**config.mk**
```make
export PLATFORM = sky130hd
export DESIGN_NAME = pci_burst_guard
export DESIGN_NICKNAME = d
export VERILOG_FILES = /design/src/rtl/pbg_pkg.sv /design/src/rtl/pbg_rules.sv /design/src/rtl/pbg_sticky.sv /design/src/rtl/pbg_outreg.sv /design/src/rtl/pci_burst_guard.sv
export SDC_FILE = /design/constraint.sdc
export NUM_CORES = 1
export LEC_CHECK = 0
export CORE_AREA = 5 5 42 44
export CTS_CLUSTER_DIAMETER = 200
export DETAILED_ROUTE_END_ITERATION = 8
export DIE_AREA = 0 0 47 49
export DONT_BUFFER_PORTS = 1
export GPL_ROUTABILITY_DRIVEN = 0
export PLACE_DENSITY_LB_ADDON = 0.25
export SYNTH_ARGS = -nofsm -noshare
export SYNTH_HDL_FRONTEND = slang
export SYNTH_SLANG_ARGS = --single-unit
```
**constraint.sdc**
```tcl
create_clock -name clk -period 1.4 [get_ports clk]
set_clock_uncertainty 0.1 [all_clocks]
set_input_delay 0.21 -clock clk [delete_from_list [all_inputs] [get_ports clk]]
set_output_delay 0.21 -clock clk [all_outputs]
set_load 0.02 [all_outputs]
```
**src/rtl/pbg_pkg.sv**
```systemverilog
// Package: shared flag indices and the flag vector type for the PCI request guard.
// Assumes four legality rules; the index order defines the bit order of the flags port.
package pbg_pkg;
    localparam int NUM_FLAGS = 4;
    localparam int FLAG_LONG = 0;   // burst longer than the limit
    localparam int FLAG_NEG  = 1;   // burst stepping downward by one word
    localparam int FLAG_ZERO = 2;   // burst with no address step
    localparam int FLAG_ALGN = 3;   // dual-address burst off a word boundary

    typedef logic [NUM_FLAGS-1:0] flag_vec_t;
endpackage

```
**src/rtl/pbg_rules.sv**
```systemverilog
// Module: pbg_rules
// Purely combinational evaluation of the legality rules for one request.
// Assumes the request fields are stable in the cycle they are strobed;
// the strobe itself is applied downstream, not here.
module pbg_rules
    import pbg_pkg::*;
#(
    parameter int LEN_W      = 5,
    parameter int INC_W      = 8,
    parameter int ADDR_W     = 32,
    parameter int CNT_W      = 24,
    parameter int MAX_BURST  = 8,
    parameter int WORD_BYTES = 4
) (
    input  logic              burst,
    input  logic              dual,
    input  logic              ext_io,
    input  logic [LEN_W-1:0]  len,
    input  logic [INC_W-1:0]  step,
    input  logic [ADDR_W-1:0] src,
    input  logic [ADDR_W-1:0] dst,
    input  logic [CNT_W-1:0]  cnt,
    output flag_vec_t         viol,
    output logic              drop
);
    localparam int ALIGN_BITS = $clog2(WORD_BYTES);
    localparam logic [LEN_W-1:0]  LEN_LIMIT = LEN_W'(MAX_BURST);
    localparam logic [INC_W-1:0]  DOWN_STEP = INC_W'(-WORD_BYTES);
    localparam logic [INC_W-1:0]  NO_STEP   = '0;
    localparam logic [ADDR_W-1:0] ADDR_MASK = ADDR_W'((1 << ALIGN_BITS) - 1);
    localparam logic [CNT_W-1:0]  CNT_MASK  = CNT_W'((1 << ALIGN_BITS) - 1);

    logic misaligned;

    // Any address or count bit below the word boundary marks misalignment.
    always_comb begin
        misaligned = (|(src & ADDR_MASK)) | (|(dst & ADDR_MASK)) | (|(cnt & CNT_MASK));
    end

    // Apply each rule; only bursts are subject to them.
    always_comb begin
        viol            = '0;
        viol[FLAG_LONG] = burst && (len > LEN_LIMIT);
        viol[FLAG_NEG]  = burst && (step == DOWN_STEP);
        viol[FLAG_ZERO] = burst && (step == NO_STEP);
        viol[FLAG_ALGN] = burst && dual && misaligned;
    end

    // Unsupported pairing: one address, peer is an external I/O device.
    always_comb begin
        drop = !dual && ext_io;
    end
endmodule

```
**src/rtl/pbg_sticky.sv**
```systemverilog
// Module: pbg_sticky
// One sticky flag per rule, set by a strobed violation, cleared by a
// write-one mask. Assumes set takes priority over clear in the same cycle.
module pbg_sticky
    import pbg_pkg::*;
(
    input  logic      clk,
    input  logic      rst_n,
    input  logic      strobe,
    input  flag_vec_t viol,
    input  flag_vec_t clr,
    output flag_vec_t flags
);
    for (genvar i = 0; i < NUM_FLAGS; i++) begin : g_flag
        logic bit_q;

        // Hold the flag; a strobed violation sets it, its clear bit drops it.
        always_ff @(posedge clk) begin
            if (!rst_n) begin
                bit_q <= 1'b0;
            end else if (strobe && viol[i]) begin
                bit_q <= 1'b1;
            end else if (clr[i]) begin
                bit_q <= 1'b0;
            end
        end

        assign flags[i] = bit_q;
    end
endmodule

```
**src/rtl/pbg_outreg.sv**
```systemverilog
// Module: pbg_outreg
// Registers the per-request result into one-cycle bus_err and suppress pulses.
// Assumes one strobe yields one result cycle; back-to-back strobes give back-to-back pulses.
module pbg_outreg
    import pbg_pkg::*;
(
    input  logic      clk,
    input  logic      rst_n,
    input  logic      strobe,
    input  flag_vec_t viol,
    input  logic      drop,
    output logic      bus_err,
    output logic      suppress
);
    logic any_viol;

    // Collapse all rule hits into one error condition.
    always_comb begin
        any_viol = |viol;
    end

    // Capture the pulses for the cycle after the strobe.
    always_ff @(posedge clk) begin
        if (!rst_n) begin
            bus_err  <= 1'b0;
            suppress <= 1'b0;
        end else begin
            bus_err  <= strobe && any_viol;
            suppress <= strobe && (any_viol || drop);
        end
    end
endmodule

```
**src/rtl/pci_burst_guard.sv**
```systemverilog
// Module: pci_burst_guard (top)
// Checks DMA requests bound for the PCI bus, pulses bus_err and suppress one
// cycle after the strobe, and keeps one sticky flag per broken rule.
// Assumes req_valid is a one-cycle strobe and flag_clr is written by software.
module pci_burst_guard
    import pbg_pkg::*;
#(
    parameter int LEN_W      = 5,
    parameter int INC_W      = 8,
    parameter int ADDR_W     = 32,
    parameter int CNT_W      = 24,
    parameter int MAX_BURST  = 8,
    parameter int WORD_BYTES = 4
) (
    input  logic              clk,
    input  logic              rst_n,
    input  logic              req_valid,
    input  logic              req_burst,
    input  logic              req_dual,
    input  logic              req_ext_io,
    input  logic [LEN_W-1:0]  req_len,
    input  logic [INC_W-1:0]  req_step,
    input  logic [ADDR_W-1:0] req_src,
    input  logic [ADDR_W-1:0] req_dst,
    input  logic [CNT_W-1:0]  req_cnt,
    input  logic [3:0]        flag_clr,
    output logic              bus_err,
    output logic              suppress,
    output logic [3:0]        flags
);
    flag_vec_t viol;
    logic      drop;
    flag_vec_t flags_q;

    pbg_rules #(
        .LEN_W      (LEN_W),
        .INC_W      (INC_W),
        .ADDR_W     (ADDR_W),
        .CNT_W      (CNT_W),
        .MAX_BURST  (MAX_BURST),
        .WORD_BYTES (WORD_BYTES)
    ) u_rules (
        .burst  (req_burst),
        .dual   (req_dual),
        .ext_io (req_ext_io),
        .len    (req_len),
        .step   (req_step),
        .src    (req_src),
        .dst    (req_dst),
        .cnt    (req_cnt),
        .viol   (viol),
        .drop   (drop)
    );

    pbg_sticky u_sticky (
        .clk    (clk),
        .rst_n  (rst_n),
        .strobe (req_valid),
        .viol   (viol),
        .clr    (flag_clr),
        .flags  (flags_q)
    );

    pbg_outreg u_outreg (
        .clk      (clk),
        .rst_n    (rst_n),
        .strobe   (req_valid),
        .viol     (viol),
        .drop     (drop),
        .bus_err  (bus_err),
        .suppress (suppress)
    );

    assign flags = flags_q;
endmodule

```
==> metrics.txt <==
# TYPE chip_impl_metric gauge
chip_impl_metric{name="minimum_setup_slack_among_reg_to_reg_paths",unit="ps"} 610
chip_impl_metric{name="grt_util_all_layers",unit="%"} 8.10
chip_impl_metric{name="drt-total-wl",unit="um"} 868
chip_impl_metric{name="first_global_vias",unit=""} 336
chip_impl_metric{name="design.core.area",unit="sq um"} 1400
chip_impl_metric{name="postSynthAreaPerCell",unit="sq um"} 8.66
chip_impl_metric{name="synth_nets",unit=""} 149
chip_impl_metric{name="i_o_pins",unit=""} 117
chip_impl_metric{name="dr.first_iter.drc_count",unit=""} 3
chip_impl_info{name="cts_tree",value="built"} 1
chip_impl_metric{name="wire_length_of_the_first_global_routing_pass",unit="mm"} 1.28
chip_impl_info{name="setup.worst_path.class",value="register to primary output"} 1
chip_impl_metric{name="maxCapViolations",unit=""} 0
chip_impl_metric{name="worst-endpoint-required",unit="ps"} 1090
chip_impl_metric{name="worstSetupPathDepth",unit=""} 0
chip_impl_metric{name="h_tree_lvl_count",unit=""} 1
chip_impl_metric{name="fmaxAchievable",unit="GHz"} 0.992
chip_impl_metric{name="synth_area",unit="sq um"} 329
chip_impl_metric{name="yosysSeqAreaShare",unit="%"} 36.5
chip_impl_metric{name="ctsResizeCount",unit=""} 0
chip_impl_metric{name="floorplan.initialDensity",unit="%"} 23.5
chip_impl_info{name="ys_top_cells_by_area",value="dfxtp_1 37%, buf_4 9.1%, nor4_4 6.5%"} 1
chip_impl_metric{name="antenna_cells",unit=""} 0
chip_impl_metric{name="synth_seq_cells",unit=""} 6
chip_impl_metric{name="layout.nets",unit=""} 150
chip_impl_info{name="r2r_end",value="u_sticky.g_flag[3].bit_q"} 1
chip_impl_metric{name="rows",unit=""} 14
chip_impl_metric{name="tightestPinTransition",unit="ps"} 296
chip_impl_metric{name="maxSlewHeadroom",unit="%"} 80.1
chip_impl_metric{name="drive_gt1_share",unit="%"} 21.6
chip_impl_metric{name="worstPathArrival",unit="ps"} 700
chip_impl_info{name="hold_start",value="rst_n"} 1
chip_impl_metric{name="finalWorstPathRequiredPeriod",unit="ps"} 1010
chip_impl_metric{name="number_of_synthesis_warnings",unit=""} 0
chip_impl_metric{name="finish.cell_count_without_fillers",unit=""} 53
chip_impl_metric{name="clock_latency",unit="ps"} 250
chip_impl_info{name="synth_commonest_cells",value="6 x dfxtp_1, 4 x buf_4, 4 x nor2_1"} 1
chip_impl_metric{name="synth-async-reset-ratio",unit="%"} 0
chip_impl_metric{name="sinks_on_the_clock_net",unit=""} 6
chip_impl_info{name="yosysMostFrequentCell",value="dfxtp_1"} 1
chip_impl_info{name="ys.flop_type",value="dfxtp_1"} 1
chip_impl_metric{name="highest_net_fanout_along_the_worst_path",unit=""} 2
chip_impl_metric{name="grt_max_degree",unit=""} 8
chip_impl_metric{name="synth-xor-area-share",unit="%"} 0
chip_impl_metric{name="synth-simple-area-share",unit="%"} 41.4
chip_impl_metric{name="drt_pre_antenna_iters",unit=""} 2
chip_impl_metric{name="syn_inst",unit=""} 38
chip_impl_metric{name="final-hold-violation-count",unit=""} 0
chip_impl_metric{name="avgRoutedWirePerCell",unit="um"} 16.4
chip_impl_metric{name="holdBufCountCts",unit=""} 0
chip_impl_metric{name="tns_setup",unit="ps"} 0
chip_impl_metric{name="overflow",unit=""} 0
chip_impl_metric{name="place.port_buffers",unit=""} 0
chip_impl_metric{name="antenna_left",unit=""} 0
chip_impl_info{name="clockRootBuffer",value="clkbuf_4"} 1
chip_impl_metric{name="grt_antenna_before_repair",unit=""} 0
chip_impl_metric{name="vias_per_cell",unit=""} 5.51
chip_impl_metric{name="power.ir.vdd_worst",unit="uV"} 377
chip_impl_metric{name="filler_cell_count",unit=""} 164
chip_impl_metric{name="placed_cells_incl_taps",unit=""} 50
chip_impl_metric{name="synthAdderAreaFrac",unit="%"} 0
chip_impl_metric{name="num_vias",unit=""} 292
chip_impl_info{name="worst_setup_path_startpoint",value="u_sticky.g_flag[1].bit_q"} 1
chip_impl_metric{name="area.growth.synth_to_final",unit="%"} 3.80
chip_impl_info{name="synth_largest_area_cell",value="dfxtp_1"} 1
chip_impl_metric{name="synth.top_cell.area_share",unit="%"} 36.5
chip_impl_info{name="critical_path_capture_point",value="flags[1]"} 1
chip_impl_info{name="rsz0062_at_grt",value="false"} 1
chip_impl_metric{name="detailedPlacementHpwl",unit="um"} 758
chip_impl_metric{name="layout_worst_path_cycle_share",unit="%"} 72.0
chip_impl_metric{name="synth_enable_flop_cells",unit=""} 0
chip_impl_metric{name="die_area",unit="sq um"} 2300
chip_impl_metric{name="number_of_distinct_library_cells_after_synthesis",unit=""} 18
chip_impl_metric{name="finalSetupViolations",unit=""} 0
chip_impl_info{name="hp-class",value="input port to register"} 1
chip_impl_metric{name="dieWidth",unit="um"} 47
chip_impl_info{name="timing.critical_path.from_type",value="register"} 1
chip_impl_metric{name="synth_compound_gate_area_share",unit="%"} 9.51
chip_impl_metric{name="maxSlewViolCount",unit=""} 0
chip_impl_metric{name="worstRegToRegCells",unit=""} 1
chip_impl_metric{name="die_h",unit="um"} 49
chip_impl_info{name="worstReg2RegStart",value="u_sticky.g_flag[3].bit_q"} 1
chip_impl_metric{name="p_per_area",unit="nW/um^2"} 1100
chip_impl_metric{name="synthMuxAreaShare",unit="%"} 0
chip_impl_metric{name="cts.path.max_buffers",unit=""} 2
chip_impl_info{name="dominant_combinational_cell_family_by_area_after_synthesis",value="simple AND/OR/NAND/NOR gates"} 1
chip_impl_metric{name="clkSlewWorstSetupHoldPaths",unit="ps"} 50
chip_impl_info{name="status",value="finished, final reports clean"} 1
chip_impl_metric{name="numCtsBuffers",unit=""} 3
chip_impl_metric{name="total_leakage_power",unit="nW"} 0.141
chip_impl_metric{name="remaining_drc_errors",unit=""} 0
chip_impl_metric{name="post-cts-setup-buffer-count",unit=""} 0
chip_impl_info{name="endpoint_kind",value="primary output"} 1
-- state kept, by name (all words and copies together) (netlist names) --
signal,flops
u_outreg.bus_err,1
u_sticky.g_flag.bit_q,4
u_outreg.suppress,1
-- worst min-delay path by stage --
stage,to,depth (start not counted)
after floorplan,u_sticky.g_flag[2].bit_q,2
after global placement,u_sticky.g_flag[1].bit_q,1
after detailed placement,u_sticky.g_flag[1].bit_q,1
after CTS,u_sticky.g_flag[0].bit_q,1
after global routing,u_sticky.g_flag[0].bit_q,1
final,u_sticky.g_flag[0].bit_q,1
-- layout make-up --
cell class              count  area, sq um  share of cell area [%]
multi-input cells          25          168                    49.1
flip-flops and latches      6          120                    35.2
clock buffers               3         22.5                    6.59
well taps                  16         20.0                    5.86
inverters                   3         11.3                    3.30
-- stage by stage --
| step | hold WS [ps] | util [%] | worst slack, ps | total power, mW | instance area, sq um |
|---|---|---|---|---|---|
| finish | 8.52 | 24.4 | 392 | 0.377 | 342 |
| global route | 0.0169 | 24.4 | 358 | 0.394 | 342 |
| CTS | 4.07 | 24.4 | 380 | 0.384 | 342 |
| detailed placement | 262 | 22.8 | 233 | 0.217 | 319 |
| global placement | 259 | 22.8 | 246 | 0.216 | 319 |
| floorplan | 250 | - | 287 | 0.216 | 329 |
-- cell families (layout without fill, tap and decap cells) --
kind of cell	Yosys count	count (layout)
AOI/OAI and AO/OA	4	4
buffers and inverters	7	6
DFF	6	6
and+or+nand+nor	21	21
-- layer usage --
layer / wire (um) / vias up / global-route usage [%]
li1: - / 133 / -
met1: 312 / 125 / 7.93
met2: 348 / 31 / 10.4
met3: 184 / 3 / 7.75
met4: 22 / 0 / 5.53
met5: 0 / - / 0
-- where the power goes --
group / switching [mW] / internal (mW)
combinational: 0.0115 / 0.0116
clock: 0.0670 / 0.0973
sequential: 0.0116 / 0.178
total: 0.0901 / 0.287
-- layout by cell type, fill, tap and decap left out --
cell      synthesis  layout
a21oi_1           1       1
a31o_1            2       2
a31o_2            1       1
clkbuf_4          0       3
dfxtp_1           6       6
inv_1             3       3
nand2_1           3       3
nand3_1           2       2
nand3_2           1       1
nand3b_1          1       1
nand4_1           2       2
nand4b_1          1       1
nor2_1            4       4
nor3_1            1       1
nor3_2            1       1
nor4_1            3       3
nor4_4            1       1
or2_2             1       1
(Power assumes the default switching activity.)
